[config.mk]
export PLATFORM = sky130hd
export DESIGN_NAME = dma_idle_chan
export DESIGN_NICKNAME = d
export VERILOG_FILES = /design/src/rtl/dma_idle_pkg.sv /design/src/rtl/dma_seq_fsm.sv /design/src/rtl/dma_xfer_cnt.sv /design/src/rtl/dma_mem_addr.sv /design/src/rtl/dma_idle_chan.sv
export SDC_FILE = /design/constraint.sdc
export NUM_CORES = 1
export LEC_CHECK = 0
export BUFFER_PORTS_ARGS = -buffer_cell sky130_fd_sc_hd__buf_2
export CORE_AREA = 2 2 106 108
export CTS_CLUSTER_DIAMETER = 100
export CTS_CLUSTER_SIZE = 25
export DETAILED_ROUTE_END_ITERATION = 12
export DIE_AREA = 0 0 108 110
export PLACE_DENSITY_LB_ADDON = 0.25
export SLEW_MARGIN = 30
export SYNTH_ARGS = -nofsm -noshare
export SYNTH_HDL_FRONTEND = slang
export SYNTH_SLANG_ARGS = --single-unit
[constraint.sdc]
create_clock -name clk -period 4.8 [get_ports clk]
set_clock_uncertainty 0.1 [all_clocks]
set_input_delay 0 -clock clk [delete_from_list [all_inputs] [get_ports clk]]
set_output_delay 0 -clock clk [all_outputs]
set_load 0.02 [all_outputs]
[src/rtl/dma_idle_pkg.sv]
package dma_idle_pkg;

    typedef enum logic [1:0] {
        ST_IDLE  = 2'd0,
        ST_READ  = 2'd1,
        ST_WRITE = 2'd2
    } dma_state_e;

    localparam logic [1:0] SEL_MEM = 2'd0;
    localparam logic [1:0] SEL_IO  = 2'd1;
    localparam logic [1:0] SEL_CNT = 2'd2;
    localparam logic [1:0] SEL_CTL = 2'd3;

    // control flag bits 5:0 (en lands at bit 0)
    typedef struct packed {
        logic autoack;
        logic down;
        logic io_to_mem;
        logic word;
        logic ie;
        logic en;
    } ctl_flags_t;

    localparam int FLAG_W = 6;

endpackage

[src/rtl/dma_seq_fsm.sv]
module dma_seq_fsm
    import dma_idle_pkg::*;
(
    input  logic clk,
    input  logic rst_n,
    input  logic chan_en,
    input  logic req_hit,
    input  logic addr_bad,
    output logic accept,
    output logic fault,
    output logic rd_phase,
    output logic wr_phase
);

    dma_state_e state_q, state_d;

    always_ff @(posedge clk or negedge rst_n) begin
        if (!rst_n) state_q <= ST_IDLE;
        else        state_q <= state_d;
    end

    always_comb begin
        state_d = state_q;
        unique case (state_q)
            ST_IDLE:  if (chan_en && req_hit && !addr_bad) state_d = ST_READ;
            ST_READ:  state_d = ST_WRITE;
            ST_WRITE: state_d = ST_IDLE;
            default:  state_d = ST_IDLE;
        endcase
    end

    always_comb begin
        accept   = 1'b0;
        fault    = 1'b0;
        rd_phase = 1'b0;
        wr_phase = 1'b0;
        unique case (state_q)
            ST_IDLE: begin
                accept = chan_en && req_hit && !addr_bad;
                fault  = chan_en && req_hit && addr_bad;
            end
            ST_READ:  rd_phase = 1'b1;
            ST_WRITE: wr_phase = 1'b1;
            default: ;
        endcase
    end

    // one read then one write per accepted request
    a_r3_accept_reads: assert property (@(posedge clk) disable iff (!rst_n)
        accept |=> rd_phase);
    a_r3_write_follows: assert property (@(posedge clk) disable iff (!rst_n)
        rd_phase |=> wr_phase);
    a_r3_no_back_to_back: assert property (@(posedge clk) disable iff (!rst_n)
        wr_phase |=> !rd_phase && !wr_phase);

endmodule

[src/rtl/dma_xfer_cnt.sv]
module dma_xfer_cnt #(
    parameter int CW = 16
) (
    input  logic          clk,
    input  logic          rst_n,
    input  logic          load,
    input  logic [CW-1:0] load_val,
    input  logic          dec,
    output logic [CW-1:0] cnt,
    output logic          last
);

    localparam logic [CW-1:0] ONE = CW'(1);

    logic [CW-1:0] cnt_q;

    always_ff @(posedge clk or negedge rst_n) begin
        if (!rst_n)    cnt_q <= '0;
        else if (load) cnt_q <= load_val;
        else if (dec)  cnt_q <= cnt_q - ONE;
    end

    assign cnt  = cnt_q;
    assign last = (cnt_q == ONE);

    // each completed transfer removes exactly one from the count
    a_r5_count_step: assert property (@(posedge clk) disable iff (!rst_n)
        (dec && !load) |=> cnt_q == $past(cnt_q) - ONE);

endmodule

[src/rtl/dma_mem_addr.sv]
module dma_mem_addr #(
    parameter int AW = 24
) (
    input  logic          clk,
    input  logic          rst_n,
    input  logic          load,
    input  logic [AW-1:0] load_val,
    input  logic          step,
    input  logic          word,
    input  logic          down,
    output logic [AW-1:0] addr
);

    logic [AW-1:0] addr_q;
    logic [AW-1:0] delta;

    assign delta = word ? AW'(2) : AW'(1);

    always_ff @(posedge clk or negedge rst_n) begin
        if (!rst_n)    addr_q <= '0;
        else if (load) addr_q <= load_val;
        else if (step) addr_q <= down ? addr_q - delta : addr_q + delta;
    end

    assign addr = addr_q;

    // address moves by the unit size in the programmed direction
    a_r4_step_up: assert property (@(posedge clk) disable iff (!rst_n)
        (step && !load && !down && !word) |=> addr_q == $past(addr_q) + AW'(1));
    a_r4_step_down_word: assert property (@(posedge clk) disable iff (!rst_n)
        (step && !load && down && word) |=> addr_q == $past(addr_q) - AW'(2));

endmodule

[src/rtl/dma_idle_chan.sv]
module dma_idle_chan
    import dma_idle_pkg::*;
#(
    parameter int AW   = 24,
    parameter int DW   = 16,
    parameter int CW   = 16,
    parameter int NSRC = 16
) (
    input  logic            clk,
    input  logic            rst_n,
    input  logic            cfg_we,
    input  logic            cfg_re,
    input  logic [1:0]      cfg_sel,
    input  logic [AW-1:0]   cfg_wdata,
    output logic [AW-1:0]   cfg_rdata,
    input  logic [NSRC-1:0] req_in,
    output logic [NSRC-1:0] req_ack,
    output logic            bus_rd,
    output logic            bus_wr,
    output logic            bus_word,
    output logic [AW-1:0]   bus_addr,
    output logic [DW-1:0]   bus_wdata,
    input  logic [DW-1:0]   bus_rdata,
    output logic            irq
);

    localparam int SW      = $clog2(NSRC);
    localparam int CTL_W   = FLAG_W + SW + 1;
    localparam logic [DW-1:0] BYTE_MASK = DW'(8'hFF);

    ctl_flags_t    flags_q, ctl_new;
    logic [SW-1:0] src_q;
    logic [AW-1:0] io_q;
    logic [DW-1:0] data_q;
    logic          arm_q, irq_q, err_q;

    logic [AW-1:0] mar;
    logic [CW-1:0] cnt;
    logic          cnt_last;
    logic          accept, fault, rd_phase, wr_phase;
    logic          req_hit, addr_bad, wr_ctl, terminal;

    assign wr_ctl   = cfg_we && (cfg_sel == SEL_CTL);
    assign req_hit  = req_in[src_q];
    assign addr_bad = flags_q.word && (mar[0] || io_q[0]);
    assign terminal = wr_phase && cnt_last;

    always_comb begin
        ctl_new    = ctl_flags_t'(cfg_wdata[FLAG_W-1:0]);
        ctl_new.en = cfg_wdata[0] && (flags_q.en || arm_q);
    end

    dma_seq_fsm u_fsm (
        .clk      (clk),
        .rst_n    (rst_n),
        .chan_en  (flags_q.en),
        .req_hit  (req_hit),
        .addr_bad (addr_bad),
        .accept   (accept),
        .fault    (fault),
        .rd_phase (rd_phase),
        .wr_phase (wr_phase)
    );

    dma_xfer_cnt #(.CW(CW)) u_cnt (
        .clk      (clk),
        .rst_n    (rst_n),
        .load     (cfg_we && (cfg_sel == SEL_CNT)),
        .load_val (cfg_wdata[CW-1:0]),
        .dec      (wr_phase),
        .cnt      (cnt),
        .last     (cnt_last)
    );

    dma_mem_addr #(.AW(AW)) u_mar (
        .clk      (clk),
        .rst_n    (rst_n),
        .load     (cfg_we && (cfg_sel == SEL_MEM)),
        .load_val (cfg_wdata),
        .step     (wr_phase),
        .word     (flags_q.word),
        .down     (flags_q.down),
        .addr     (mar)
    );

    always_ff @(posedge clk or negedge rst_n) begin
        if (!rst_n) begin
            flags_q <= '0;
            src_q   <= '0;
            io_q    <= '0;
            data_q  <= '0;
            arm_q   <= 1'b0;
            irq_q   <= 1'b0;
            err_q   <= 1'b0;
        end else begin
            if (wr_ctl) begin
                flags_q <= ctl_new;
                src_q   <= cfg_wdata[FLAG_W +: SW];
            end
            if (terminal || fault) flags_q.en <= 1'b0;

            if (wr_ctl)
                arm_q <= 1'b0;
            else if (cfg_re && (cfg_sel == SEL_CTL) && !flags_q.en)
                arm_q <= 1'b1;

            if (terminal && flags_q.ie)
                irq_q <= 1'b1;
            else if (wr_ctl && (cfg_wdata[0] || !cfg_wdata[1]))
                irq_q <= 1'b0;

            if (fault)       err_q <= 1'b1;
            else if (wr_ctl) err_q <= 1'b0;

            if (cfg_we && (cfg_sel == SEL_IO)) io_q <= cfg_wdata;

            if (rd_phase)
                data_q <= flags_q.word ? bus_rdata : (bus_rdata & BYTE_MASK);
        end
    end

    always_comb begin
        unique case (cfg_sel)
            SEL_MEM: cfg_rdata = mar;
            SEL_IO:  cfg_rdata = io_q;
            SEL_CNT: cfg_rdata = AW'(cnt);
            default: cfg_rdata = AW'({err_q, src_q, flags_q});
        endcase
    end

    assign bus_rd    = rd_phase;
    assign bus_wr    = wr_phase;
    assign bus_word  = flags_q.word;
    assign bus_wdata = data_q;
    assign bus_addr  = (rd_phase ^ flags_q.io_to_mem) ? mar : io_q;
    assign req_ack   = (accept && flags_q.autoack) ? (NSRC'(1) << src_q) : '0;
    assign irq       = irq_q;

    // at most one acknowledge line pulses
    a_r8_ack_onehot: assert property (@(posedge clk) disable iff (!rst_n)
        $onehot0(req_ack));
    // a disabled, quiet channel starts no read
    a_r6_quiet_when_off: assert property (@(posedge clk) disable iff (!rst_n)
        (!flags_q.en && !bus_rd && !bus_wr) |=> !bus_rd);
    // the interrupt only rises right after the last transfer
    a_r7_irq_at_end: assert property (@(posedge clk) disable iff (!rst_n)
        $rose(irq) |-> $past(cnt_last && wr_phase));
    // a refused request puts nothing on the bus
    a_r10_fault_quiet: assert property (@(posedge clk) disable iff (!rst_n)
        fault |=> !bus_rd && !bus_wr);

    initial begin
        assert (AW >= CTL_W && AW >= CW && DW >= 8)
            else $error("dma_idle_chan: widths too narrow");
    end

endmodule

# Word-level counts from Yosys, hierarchy flattened

Index checks and enable logic that the tools add are counted.

Add/subtract/negate cells: 3
Order comparisons: 1
Eq/ne operators: 7
Shifts and indexed selects: 1
Multiplexer cells: 26
Bitwise operators: 1
Reductions and logical operators: 30

Operators by type and width:

| kind                                                        | number |
|---|---|
| two-way mux 24 bit                                          | 4 |
| case mux 24 bit (3 select lines)                            | 1 |
| two-way mux 16 bit                                          | 4 |
| adder 24 bit                                                | 1 |
| subtractor 24 bit                                           | 1 |
| == test 16 x 1 -> 1 bit (second input constant)             | 1 |
| left shift 1 x 4 -> 16 bit (first input constant)           | 1 |
| subtractor 16 x 1 -> 16 bit (second input constant)         | 1 |
| logical AND 1 bit                                           | 15 |
| two-way mux 1 bit                                           | 13 |
| nonzero test 2 bit                                          | 6 |
| == test 2 bit (second input constant)                       | 3 |
| less-than comparator 4 x 5 -> 1 bit (second input constant) | 1 |
| binary-select mux 1 bit (select 4 bit)                      | 1 |
| == test 2 x 1 -> 1 bit (second input constant)              | 2 |
| zero test 2 bit                                             | 2 |
| logical OR 1 bit                                            | 4 |
| two-way mux 2 bit                                           | 2 |
| case mux 2 bit (2 select lines)                             | 1 |
| zero test 1 bit                                             | 3 |
| != test 2 x 1 -> 1 bit (second input constant)              | 1 |
| XOR 1 bit                                                   | 1 |

Register bits after elaboration: 95
Input port bits: 62
Output and inout port bits: 84
Word-level logic and storage cells: 84

# Logic depth before layout (Yosys ltp)

Gate-level depths: netlist (run 1).

Depth in word-level cells: 7
Depth in mapped cells: 13
Mapped depth without buffers: 12

# By module

Synthesis (run 1) repeated with hierarchy kept, for this count alone.

Cells, all modules: 667
Area total of the unflattened synthesis: 6502.5 µm²

Modules (own cells, without submodules):

| module        | instances | cells each | area each (µm²) | seq. area each (µm²) |
|---|---|---|---|---|
| dma_idle_chan | 1         | 279        | 3128.0          | 1326.3 |
| dma_mem_addr  | 1         | 278        | 2348.5          | 600.6 |
| dma_xfer_cnt  | 1         | 101        | 920.9           | 400.4 |
| dma_seq_fsm   | 1         | 9          | 105.1           | 50.0 |

# Worst setup path after synthesis (run 1)

No wires, ideal clock.

Path type: register to register
Start point: register flags_q (netlist bit bus_word)
End point: register u_mar.addr_q[22] (netlist: u_mar.addr[22])
Library setup time: 0.126 ns
Data arrival time: 3.050 ns
Data required time: 4.574 ns
Setup slack: 1.524 ns
Cell stages (with the launch flop): 14
Buffers on the path: 1
Period minus slack after synthesis: 3.276 ns
Cell sequence: dfrtp_1 > clkbuf_1 > inv_1 > ha_1 > inv_1 > fa_1 > a211oi_1 > o21ai_0 > a41oi_1 > o21ai_0 > and4_1 > a2111oi_2 > xor2_1 > o22ai_1

Word-level cells in the longest chain between the ends: 5
Elaborated cells on any way between the ends: 6
Classes of those cells: add/sub: 2; mux: 4

RTL lines:

| element                                                  | line                | source |
|---|---|---|
| start: declaration                                       | dma_idle_chan.sv:31 | `ctl_flags_t flags_q, ctl_new;` |
| start signal: assignment                                 | dma_idle_chan.sv:97 | `flags_q <= ctl_new;` |
| two-way mux 2 bit (*)                                    | dma_mem_addr.sv:17  | `assign delta = word ? AW'(2) : AW'(1);` |
| adder 24 bit / subtractor 24 bit (equally long branches) | dma_mem_addr.sv:22  | `else if (step) addr_q <= down ? addr_q - delta : addr_q + delta;` |
| two-way mux 24 bit (*) (2 in a row)                      | dma_mem_addr.sv:22  |  |
| two-way mux 24 bit (*)                                   | dma_mem_addr.sv:21  | `else if (load) addr_q <= load_val;` |
| end signal: assignment                                   | dma_mem_addr.sv:21  |  |
| end signal: assignment                                   | dma_mem_addr.sv:22  |  |
| end: declaration                                         | dma_mem_addr.sv:14  | `logic [AW-1:0] addr_q;` |

Every way passes the cells marked *; elsewhere a longest branch is shown, timed or not. The select of a mux whose other input is x is not followed.
A chain may end at the register's enable or synchronous reset.

# Worst setup path after layout (run 1)

Start point: register u_fsm.state_q[1]
End point: output bus_addr[19]

Word-level cells in the longest chain between the ends: 4

RTL lines:

| element                  | line                 | source |
|---|---|---|
| start: declaration       | dma_seq_fsm.sv:15    | `dma_state_e state_q, state_d;` |
| start signal: assignment | dma_seq_fsm.sv:19    | `else state_q <= state_d;` |
| == test 2 x 1 -> 1 bit   | dma_seq_fsm.sv:37    | `unique case (state_q)` |
| two-way mux 1 bit        | dma_seq_fsm.sv:37    |  |
| XOR 1 bit                | dma_idle_chan.sv:135 | `assign bus_addr = (rd_phase ^ flags_q.io_to_mem) ? mar : io_q;` |
| two-way mux 24 bit       | dma_idle_chan.sv:135 |  |
| end: declaration         | dma_idle_chan.sv:21  | `output logic [AW-1:0] bus_addr,` |

No other way between the ends.

==> impl_metrics.csv, run 1 <==
group,metric,value,unit
outcome,status,"complete, no violations",
route,remaining_drc_errors,0,
route,routed_via_density,5.94,
setup_path,timing.critical_path.slowest_cell_delay,0.84,ns
sta,tightest_slew,0.803,ns
setup_path,start_kind,"register",
route,detail-route-antenna-nets,0,
setup_path,worst-path-buf-inv,3,
setup_path,arrival,3.82,ns
sta,setup_ws,0.876,ns
logic_synthesis,synthCells,681,
logic_synthesis,synth_top_family_by_area,"simple AND/OR/NAND/NOR gates",
global_route,grt_util_all_layers,32.5,%
cts,cts_resized,0,
logic_synthesis,yosysUniqueCellTypes,52,
sta,post-route-period-util,81.8,%
logic_synthesis,yosys_warnings,0,
cts,post-cts-setup-buffer-count,0,
logic_synthesis,synth-xor-area-share,4.79,%
sta,setup_viol,0,
logic_synthesis,yosys.area.top_type,"dfrtp_1",
hold_path,hold_path.class,"primary input to asynchronous set/reset pin",
pwr,ir_drop,0.279,mV
sta,finalCriticalPeriod,3.92,ns
cts,cts.sinks,95,
logic_synthesis,synth_edf_count,0,
sta,fmax,255,MHz
setup_path,worst_ep_required_time,4.70,ns
finish,register_area,0.00238,mm2
logic_synthesis,synth_flop_cell,"dfrtp_1",
global_route,grt_pass1_vias,5849,
logic_synthesis,syn_nets,769,
logic_synthesis,synth_compound_area_share,13.6,%
setup_path,cp-end-kind,"primary output",
finish,drive_gt1_share,28.5,%
route,routed_wl,19000,um
setup_path,critPathKind,"register to primary output",
sta,finalHoldViolations,0,
cts,clock_path_buffers,2,
logic_synthesis,syn-mean-instance-area,9.12,um2
placement,io_buffers,145,
global_route,grt_use_met3,5.11,%
global_route,grtUsageMet1,40.8,%
placement,hpwlAfterDp,13300,um
logic_synthesis,synthSimpleGateAreaFrac,18.4,%
cts,ctsHoldBuffers,42,
logic_synthesis,async_flop_share,100,%
sta,relSlewSlack,46.2,%
global_route,use_met2,56.5,%
sta,rsz0062_at_grt,"no",
cts,cts_tree,"yes",
floorplanning,die_h,110,um
floorplanning,ios,146,
sta,finalSetupTns,0,ns
cts,insertion_delay,0.38,ns
global_route,grt_start_max_net_pins,59,
logic_synthesis,synth-adder-area-share,5.36,%
pwr,power.leakage,3.66,nW
logic_synthesis,ys_seq_elements,95,
logic_synthesis,synthMuxAreaShare,16.5,%
logic_synthesis,yosysSeqAreaShare,38.3,%
logic_synthesis,netlist_area,0.00621,mm2
floorplanning,rows,38,
floorplanning,start_util,58.1,%
global_route,top_usage_layer,"met2",
setup_path,crit_fanout,18,
floorplanning,chipWidth,108,um
finish,fillers,826,
cts,ctsRootBufferMaster,"clkbuf_8",
floorplanning,core_area,0.0107,mm2
logic_synthesis,yosysTopAreaCellShare,38.3,%
placement,post-place-cells,941,
setup_path,cp_slowest_cell,"xnor2_2",
global_route,grt_pass1_wl,29400,um
route,drtIter0Drc,480,
pwr,total_power,4.27,mW
route,dr.pass1.iters,4,
sta,whs,0.0126,ns
global_route,grt_overflow,0,
job,maxCapViolations,0,
cts,cts_htree_levels,3,
setup_path,cp_top_family,"buffers and inverters",
logic_synthesis,synth_top_cells_by_area,"dfrtp_1, mux2_2, nand2_1, mux4_2, ha_1",
finish,multi_input_area,0.00366,mm2
placement,routabilityCongestion,0.961,
logic_synthesis,synth_commonest_cells,"nand2_1, dfrtp_1, nor2_1",
placement,pre_cts_slack,1.29,ns
floorplanning,dieArea,0.0119,mm2
cts,cts_buffers,9,
cts,clkTransAtPathRegs,0.11,ns
finish,nNetsFinal,942,
finish,final_cells,999,
route,vias,5932,
pwr,power_density,555,mW/mm2
sta,slew_violations,0,
route,wl_per_cell,19.0,um
global_route,antenna_found_initial,0,
logic_synthesis,yosysMostFrequentCell,"nand2_1",
setup_path,cp_cell_sequence,"nand2b_1 > clkinv_1 > xnor2_2 > buf_4 > mux2_2 > buf_2",
finish,area_growth,23.7,%
finish,antenna_cells,0,
## state kept, by name (all words and copies together), names as in the netlist
signal / cells
io_q: 24
u_mar.addr: 24
bus_wdata: 16
u_cnt.cnt: 16
flags_q: 5
src_q: 4
u_fsm.state_q: 2
arm_q: 1
bus_word: 1
err_q: 1
irq: 1
## area by class of cell
type                       count  area share [%]
clock buffer                   9            1.61
clock inverter                 7           0.993
inverter                      14           0.684
multi-input combinational    537            47.6
sequential                    95            30.9
tap                          140            2.28
timing repair buffer         197            15.9
## report_power, final
| group | switching [mW] | total (mW) | internal [mW] | leakage [nW] |
|---|---|---|---|---|
| registers | 0.293 | 1.35 | 1.06 | 1.14 |
| logic | 1.39 | 2.38 | 0.989 | 2.42 |
| clock network | 0.336 | 0.542 | 0.206 | 0.102 |
| total | 2.02 | 4.27 | 2.25 | 3.66 |
## cells by family after synthesis
group | count (synthesis)
xor gates and xnor gates | 34
DFF | 95
and+or+nand+nor | 254
AOI/OAI and AO/OA | 147
muxes | 76
adders and majority gates | 26
buffers and inverters | 49
## cells in the final DEF (no fill, tap or decap), drive strengths merged, types with 2 or more instances in the layout
cell type    instances
a211oi               5
a21o                10
a21oi               60
a31oi                9
a41oi                3
and3                 8
buf                155
clkbuf               9
clkinv               5
dfrtp               95
dlygate4sd3         42
ha                  25
inv                 16
mux2                47
mux2i               13
mux4                16
nand2              110
nand2b               8
nand3               12
nand4                2
nor2                73
nor2b                5
nor3                11
nor3b                2
nor4                 3
nor4b                2
o21ai               46
o21bai               4
o22ai                2
or2                  2
or3                  9
or4                  2
xnor2               19
xor2                15
## per-layer routing
layer / wire, um / vias to the layer above / share of wire [%]
li1: - / 2766 / -
met1: 7740 / 2833 / 41
met2: 9390 / 289 / 49
met3: 1370 / 44 / 7.2
met4: 466 / 0 / 2.5
met5: 0 / - / 0
## worst paths after layout
check / start / to / slack, ns / cells past startpoint
worst max-delay path: u_fsm.state_q[1]$_DFFE_PN0P_ / bus_addr[19] / 0.88 / 6
worst min-delay path: rst_n / bus_wdata[7]$_DFFE_PN0P_ / 0.01 / 2
worst max register to register: bus_word$_DFFE_PN0P_ / u_mar.addr[22]$_DFFE_PN0P_ / 1.23 / 12
worst min register to register: bus_wdata[14]$_DFFE_PN0P_ / bus_wdata[14]$_DFFE_PN0P_ / 0.38 / 2
max in group asynchronous: rst_n / u_mar.addr[9]$_DFFE_PN0P_ / 3.45 / 3
min in group clk: cfg_sel[1] / arm_q$_DFFE_PN0P_ / 0.13 / 3
## worst register-to-register path: cells and delay by family, from the launching register on
family                   cells  cell delay, ns
adder cells (fa/ha/maj)      2            0.58
AND/OR/NAND/NOR              1            0.26
XOR/XNOR                     1            0.19
AO/OA/AOI/OAI                6            1.61
flip-flops                   1            0.55
buffers and inverters        2            0.20
## metrics by stage
| step | utilization [%] | cell area [um2] |
|---|---|---|
| 2_1_floorplan | - | 6210 |
| 3_3_place_gp | 66.0 | 7060 |
| 3_5_place_dp | 66.0 | 7060 |
| 4_1_cts | 71.8 | 7680 |
| 5_1_grt | 71.8 | 7680 |
| 6_report | 71.8 | 7680 |
(Power assumes the default switching activity.)
==> run 2: changes to the inputs <==
--- a/config.mk
+++ b/config.mk
@@ -5,12 +5,13 @@
 export SDC_FILE = /design/constraint.sdc
 export NUM_CORES = 1
 export LEC_CHECK = 0
+export ABC_AREA = 1
 export BUFFER_PORTS_ARGS = -buffer_cell sky130_fd_sc_hd__buf_2
-export CORE_AREA = 2 2 106 108
+export CORE_AREA = 2 2 113 115
 export CTS_CLUSTER_DIAMETER = 100
 export CTS_CLUSTER_SIZE = 25
 export DETAILED_ROUTE_END_ITERATION = 12
-export DIE_AREA = 0 0 108 110
+export DIE_AREA = 0 0 115 117
 export PLACE_DENSITY_LB_ADDON = 0.25
 export SLEW_MARGIN = 30
 export SYNTH_ARGS = -nofsm -noshare
==> constraint.sdc (replaced) <==
create_clock -name clk -period 4 [get_ports clk]
set_clock_uncertainty 0.1 [all_clocks]
set_input_delay 0 -clock clk [delete_from_list [all_inputs] [get_ports clk]]
set_output_delay 0 -clock clk [all_outputs]
set_load 0.02 [all_outputs]
==> run 2 against run 1 <==
Effect of this change: cell count up 26%; worst hold slack improved by 0.10 ns; combinational power rose by 28%; register-to-register slack about the same; worst setup slack improved by 0.35 ns; critical path depth grew 5; global-route usage decreased by 2.8 points; sequential cell count unchanged; routed wire length grew 2.4%; largest power group unchanged.
==> impl_metrics.csv, run 2 <==
group,metric,value,unit
route,dr.pass1.iters,5,
pwr,power.leakage,4.26,nW
logic_synthesis,synth_commonest_cells,"nand2_1, inv_1, dfrtp_1",
setup_path,arrival,2.91,ns
setup_path,worst_ep_required_time,4.14,ns
logic_synthesis,syn-mean-instance-area,7.07,um2
global_route,top_usage_layer,"met2",
logic_synthesis,synth_flop_cell,"dfrtp_1",
floorplanning,start_util,53.3,%
cts,cts_htree_levels,3,
sta,tightest_slew,0.927,ns
placement,pre_cts_slack,1.23,ns
setup_path,start_kind,"register",
route,vias,6937,
sta,finalCriticalPeriod,2.77,ns
route,routed_via_density,5.52,
global_route,grt_start_max_net_pins,61,
finish,layout_common_cells,"nand2_1, buf_2, inv_1, dfrtp_1, o21ai_0",
global_route,grt_use_met3,3.96,%
logic_synthesis,yosysMostFrequentCell,"nand2_1",
route,remaining_drc_errors,0,
placement,routabilityCongestion,0.959,
cts,cts_resized,0,
sta,finalHoldViolations,0,
cts,cts_tree,"yes",
sta,setup_ws,1.23,ns
logic_synthesis,syn_nets,1015,
route,drtIter0Drc,557,
sta,relSlewSlack,38.1,%
setup_path,timing.critical_path.slowest_cell_delay,0.93,ns
route,routed_wl,19400,um
sta,post-route-period-util,69.3,%
finish,fillers,1136,
outcome,status,"complete, no violations",
sta,finalSetupTns,0,ns
logic_synthesis,netlist_area,0.00656,mm2
finish,register_area,0.00238,mm2
finish,antenna_cells,0,
global_route,antenna_found_initial,0,
placement,dpl_cell_area,0.00740,mm2
sta,fmax,361,MHz
setup_path,path_common_cell,"nand2_1",
sta,whs,0.116,ns
finish,multi_input_area,0.00358,mm2
pwr,ir_drop,0.354,mV
logic_synthesis,ys_seq_elements,95,
global_route,grt_pass1_wl,31400,um
floorplanning,dieArea,0.0135,mm2
finish,nNetsFinal,1189,
floorplanning,core_area,0.0123,mm2
cts,cts_buffers,9,
cts,cts.sinks,95,
setup_path,critPathKind,"register to register",
route,wl_per_cell,15.5,um
logic_synthesis,yosys_warnings,0,
global_route,grt_pass1_vias,6387,
global_route,grtUsageMet1,41.7,%
sta,setup_viol,0,
finish,drive_gt1_share,17.7,%
floorplanning,die_h,117,um
logic_synthesis,synthCells,927,
cts,ctsRootBufferMaster,"clkbuf_16",
route,detail-route-antenna-nets,0,
global_route,grt_overflow,0,
logic_synthesis,yosysUniqueCellTypes,44,
hold_path,hold_path.class,"primary input to register",
placement,io_buffers,145,
floorplanning,ios,146,
global_route,use_met2,47.5,%
sta,slew_violations,0,
cts,clock_path_buffers,2,
logic_synthesis,yosys.area.top_type,"dfrtp_1",
placement,hpwlAfterDp,14100,um
job,maxCapViolations,0,
setup_path,crit_fanout,23,
cts,clkTransAtPathRegs,0.08,ns
pwr,power_density,686,mW/mm2
logic_synthesis,synth_edf_count,0,
global_route,grt_util_all_layers,29.8,%
logic_synthesis,yosysSeqAreaShare,36.3,%
floorplanning,rows,41,
floorplanning,chipWidth,115,um
setup_path,cp_top_family,"flip-flops",
finish,final_common_cell,"nand2_1",
finish,area_growth,24.1,%
sta,rsz0062_at_grt,"no",
logic_synthesis,synth_top_cells_by_area,"dfrtp_1, nand2_1, inv_1, o21ai_0, ha_1",
setup_path,cp-end-kind,"register",
cts,insertion_delay,0.36,ns
setup_path,worst-path-buf-inv,1,
setup_path,cp_slowest_cell,"dfrtp_1",
cts,post-cts-setup-buffer-count,0,
logic_synthesis,async_flop_share,100,%
setup_path,cp_cell_sequence,"inv_1 > nor2_1 > ha_1 > nand3_1 > nand2_1 > nand2_1 > o211ai_1 > nand2_1 > nand2_1 > o21ai_0 > nand2_1",
logic_synthesis,yosysTopAreaCellShare,36.3,%
finish,final_area,0.00814,mm2
[run 2: cell count changes after synthesis, sizes merged, moves of 9 or more]
| cell | before | now |
|---|---|---|
| nand2 | 110 | 281 |
| or3 | 9 | 0 |
| nand3 | 12 | 56 |
| mux4 | 16 | 0 |
| o21ai | 46 | 84 |
| mux2i | 13 | 0 |
| inv | 13 | 126 |
| mux2 | 47 | 5 |
| o22ai | 2 | 15 |
| a21oi | 60 | 33 |
| o221ai | 0 | 22 |
[run 2: per-layer routing]
metal / wire length, um / vias up
met1: 8760 / 3206
met4: 386 / 0
met5: 0 / -
met3: 1430 / 26
li1: - / 3419
met2: 8860 / 286
[run 2: area by class of cell]
| cell class | instances | area share, % |
|---|---|---|
| sequential | 95 | 29.2 |
| inverter | 127 | 5.86 |
| tap | 150 | 2.31 |
| clock inverter | 6 | 1.03 |
| timing repair buffer | 192 | 14.8 |
| multi-input combinational | 676 | 43.9 |
| clock buffer | 10 | 2.81 |
[run 2: per-stage QoR]
| stage | instances | util (%) | total power [mW] |
|---|---|---|---|
| 3_5_place_dp | 1198 | 60.1 | 4.57 |
| 4_1_cts | 1256 | 66.1 | 5.55 |
| 2_1_floorplan | 927 | - | 3.72 |
| 3_3_place_gp | 1197 | 59.9 | 4.51 |
| 5_1_grt | 1256 | 66.1 | 6.05 |
| 6_report | 1256 | 66.1 | 5.58 |
[run 2: path summary, 6_finish.rpt]
kind,startpoint,endpoint,slack [ns],cells after the start
worst max-delay path,flags_q[4]$_DFFE_PN0P_,u_mar.addr[15]$_DFFE_PN0P_,1.23,11
worst min-delay path,cfg_we,u_cnt.cnt[11]$_DFFE_PN0P_,0.12,5
worst max register to register,flags_q[4]$_DFFE_PN0P_,u_mar.addr[15]$_DFFE_PN0P_,1.23,11
worst min register to register,bus_wdata[4]$_DFFE_PN0P_,bus_wdata[4]$_DFFE_PN0P_,0.37,2
max in group asynchronous,rst_n,io_q[13]$_DFFE_PN0P_,2.66,3
min in group asynchronous,rst_n,bus_wdata[4]$_DFFE_PN0P_,0.16,2
[run 2: cells by family after synthesis]
family                     share of synthesized area, %
AOI/OAI and AO/OA                                  17.5
muxes                                             0.859
buffers and inverters                              9.37
xor gates and xnor gates                           2.52
adders and majority gates                          5.08
and+or+nand+nor                                    28.4
DFF                                                36.3
[run 2: timing repair]
action	4_1_cts	5_1_grt
hold buffers	42	0
endpoints found under the setup margin	0	0
hold endpoints to repair	145	0
[run 2: power by group]
part / internal (mW) / switching (mW) / leakage, nW
Combinational: 1.09 / 1.96 / 2.91
Clock: 0.548 / 0.405 / 0.157
Sequential: 1.28 / 0.300 / 1.19
[run 2: worst min-delay path, stage by stage]
cell and delay, ns:
buf_2 0.11, inv_1 0.18, nor2_2 0.10, nand2_1 0.06, nand3_1 0.07
==> run 3: changes to the inputs <==
--- a/config.mk
+++ b/config.mk
@@ -5,13 +5,13 @@
 export SDC_FILE = /design/constraint.sdc
 export NUM_CORES = 1
 export LEC_CHECK = 0
-export ABC_AREA = 1
+export ABC_AREA = 0
 export BUFFER_PORTS_ARGS = -buffer_cell sky130_fd_sc_hd__buf_2
-export CORE_AREA = 2 2 113 115
+export CORE_AREA = 2 2 110 112
 export CTS_CLUSTER_DIAMETER = 100
 export CTS_CLUSTER_SIZE = 25
 export DETAILED_ROUTE_END_ITERATION = 12
-export DIE_AREA = 0 0 115 117
+export DIE_AREA = 0 0 112 114
 export PLACE_DENSITY_LB_ADDON = 0.25
 export SLEW_MARGIN = 30
 export SYNTH_ARGS = -nofsm -noshare
==> constraint.sdc (replaced) <==
create_clock -name clk -period 2.65 [get_ports clk]
set_clock_uncertainty 0.1 [all_clocks]
set_input_delay 0 -clock clk [delete_from_list [all_inputs] [get_ports clk]]
set_output_delay 0 -clock clk [all_outputs]
set_load 0.02 [all_outputs]
==> run 3 against run 2 <==
Effect of this change: the run now ends with setup timing left; clock power is 52% higher; worst setup slack worse by 1.3 ns; sequential share of layout area is 1.8 points lower; sequential power is 53% higher; cell area is 6.9% higher; register-to-register slack worse by 1.2 ns; via count is 9.8% lower; sequential cell count stayed put; count of clock-buffer cells in the layout stayed put; non-clock buffer count is 65 higher; routed wire length is 4.6% higher; critical path type is now register to primary output.
==> impl_metrics.csv, run 3 (synthesized netlist as in run 1, its figures left out) <==
group,metric,value,unit
outcome,status,"complete, but fails checks",
outcome,violations,"setup timing",
pwr,power.leakage,4.11,nW
setup_path,critPathKind,"register to primary output",
cts,cts_tree,"yes",
job,maxCapViolations,0,
pwr,power_density,1060,mW/mm2
finish,final_cells,1066,
cts,clock_path_buffers,2,
route,routed_via_density,5.87,
sta,rsz0062_at_grt,"yes",
setup_path,worst_ep_required_time,2.55,ns
finish,final_area,0.00870,mm2
pwr,total_power,9.26,mW
route,detail-route-antenna-nets,0,
floorplanning,ios,146,
finish,antenna_cells,0,
cts,cts_htree_levels,3,
finish,area_growth,40.1,%
hold_path,hold_path.class,"primary input to asynchronous set/reset pin",
floorplanning,die_h,114,um
sta,finalSetupTns,-0.174,ns
placement,routabilityCongestion,0.987,
global_route,grt_util_all_layers,30.4,%
sta,finalCriticalPeriod,2.69,ns
cts,insertion_delay,0.36,ns
route,dr.pass1.iters,5,
global_route,grt_overflow,0,
cts,cts_buffers,9,
sta,relSlewSlack,51.1,%
route,vias,6254,
sta,finalHoldViolations,0,
setup_path,start_kind,"register",
finish,final_common_cell,"buf_2",
global_route,grt_start_max_net_pins,56,
setup_path,cp-end-kind,"primary output",
route,wl_per_cell,19.1,um
sta,post-route-period-util,101,%
floorplanning,rows,40,
cts,clkTransAtPathRegs,0.07,ns
floorplanning,start_util,53.0,%
finish,layout_common_cells,"buf_2, nand2_1, dfrtp_1, buf_4, nor2_1",
placement,dpl_cell_area,0.00753,mm2
setup_path,arrival,2.59,ns
placement,hpwlAfterDp,13900,um
sta,setup_viol,10,
route,routed_wl,20300,um
sta,setup_ws,-0.0371,ns
setup_path,crit_fanout,5,
global_route,grtUsageMet1,37.8,%
route,drtIter0Drc,427,
cts,ctsRootBufferMaster,"clkbuf_16",
global_route,use_met2,53.5,%
global_route,grt_pass1_vias,6232,
cts,cts.sinks,95,
global_route,grt_use_met3,4.68,%
placement,io_buffers,145,
finish,fillers,822,
global_route,top_usage_layer,"met2",
global_route,antenna_found_initial,0,
route,remaining_drc_errors,0,
pwr,ir_drop,0.725,mV
finish,drive_gt1_share,39.4,%
finish,nNetsFinal,1002,
floorplanning,chipWidth,112,um
global_route,grt_pass1_wl,30600,um
sta,fmax,372,MHz
floorplanning,dieArea,0.0128,mm2
sta,tightest_slew,0.734,ns
floorplanning,core_area,0.0117,mm2
placement,post-place-cells,1002,
sta,slew_violations,0,
## run 3: metrics by stage
stage	hold slack, ns	setup WS [ns]	utilization [%]
global route	0.200	-0.145	74.3
detailed placement	-0.00228	-0.0759	64.3
finish	0.132	-0.0371	74.3
CTS	0.146	-0.0341	71.4
floorplan	-0.396	-0.114	-
global placement	-0.00680	-0.0390	64.3
## run 3: layout make-up
cell class	count	area (um2)	area share, %
Clock buffer	10	239	2.75
Clock inverter	6	90.1	1.04
Inverter	14	55.1	0.633
Multi-Input combinational cell	537	4040	46.4
Sequential cell	95	2380	27.4
Tap cell	147	184	2.11
Timing Repair Buffer	257	1720	19.7
## run 3: worst paths after layout
check	from	end	slack, ns	depth (start not counted)
max	src_q[0]$_DFFE_PN0P_	req_ack[4]	-0.04	7
min	rst_n	bus_wdata[15]$_DFFE_PN0P_	0.13	2
max reg2reg	bus_word$_DFFE_PN0P_	u_mar.addr[22]$_DFFE_PN0P_	0	12
min reg2reg	bus_wdata[15]$_DFFE_PN0P_	bus_wdata[15]$_DFFE_PN0P_	0.37	2
max in group asynchronous	rst_n	src_q[0]$_DFFE_PN0P_	1.55	3
min in group clk	cfg_we	io_q[1]$_DFFE_PN0P_	0.16	4
## run 3: power by group
group / leakage, nW / switching [mW] / internal (mW)
Clock: 0.159 / 0.592 / 0.858
Sequential: 1.13 / 0.491 / 1.92
Combinational: 2.82 / 2.94 / 2.46
Total: 4.11 / 4.02 / 5.24
## run 3: critical path, stage by stage, from the launching register on
cell,delay (ns)
dfrtp_2,0.44
mux4_2,0.51
mux4_2,0.49
nor4b_4,0.15
and2_4,0.18
nand4b_1,0.20
nor3_1,0.09
buf_2,0.17
## run 3: timing repair
item / in CTS / in global routing
endpoints found under the setup margin: 27 / 36
hold buffers: 42 / 0
pin swaps: 5 / 18
gates resized for setup: 22 / 64
buffers inserted: 1 / 4
endpoints found under the hold margin: 144 / 0
gates cloned: 0 / 1
## run 3: routing by layer
layer	share of wire, %	routed length [um]	vias to the layer above
li1	-	-	2872
met5	0	0	-
met1	41	8240	3124
met2	52	10500	227
met3	6.0	1230	31
met4	1.8	365	0
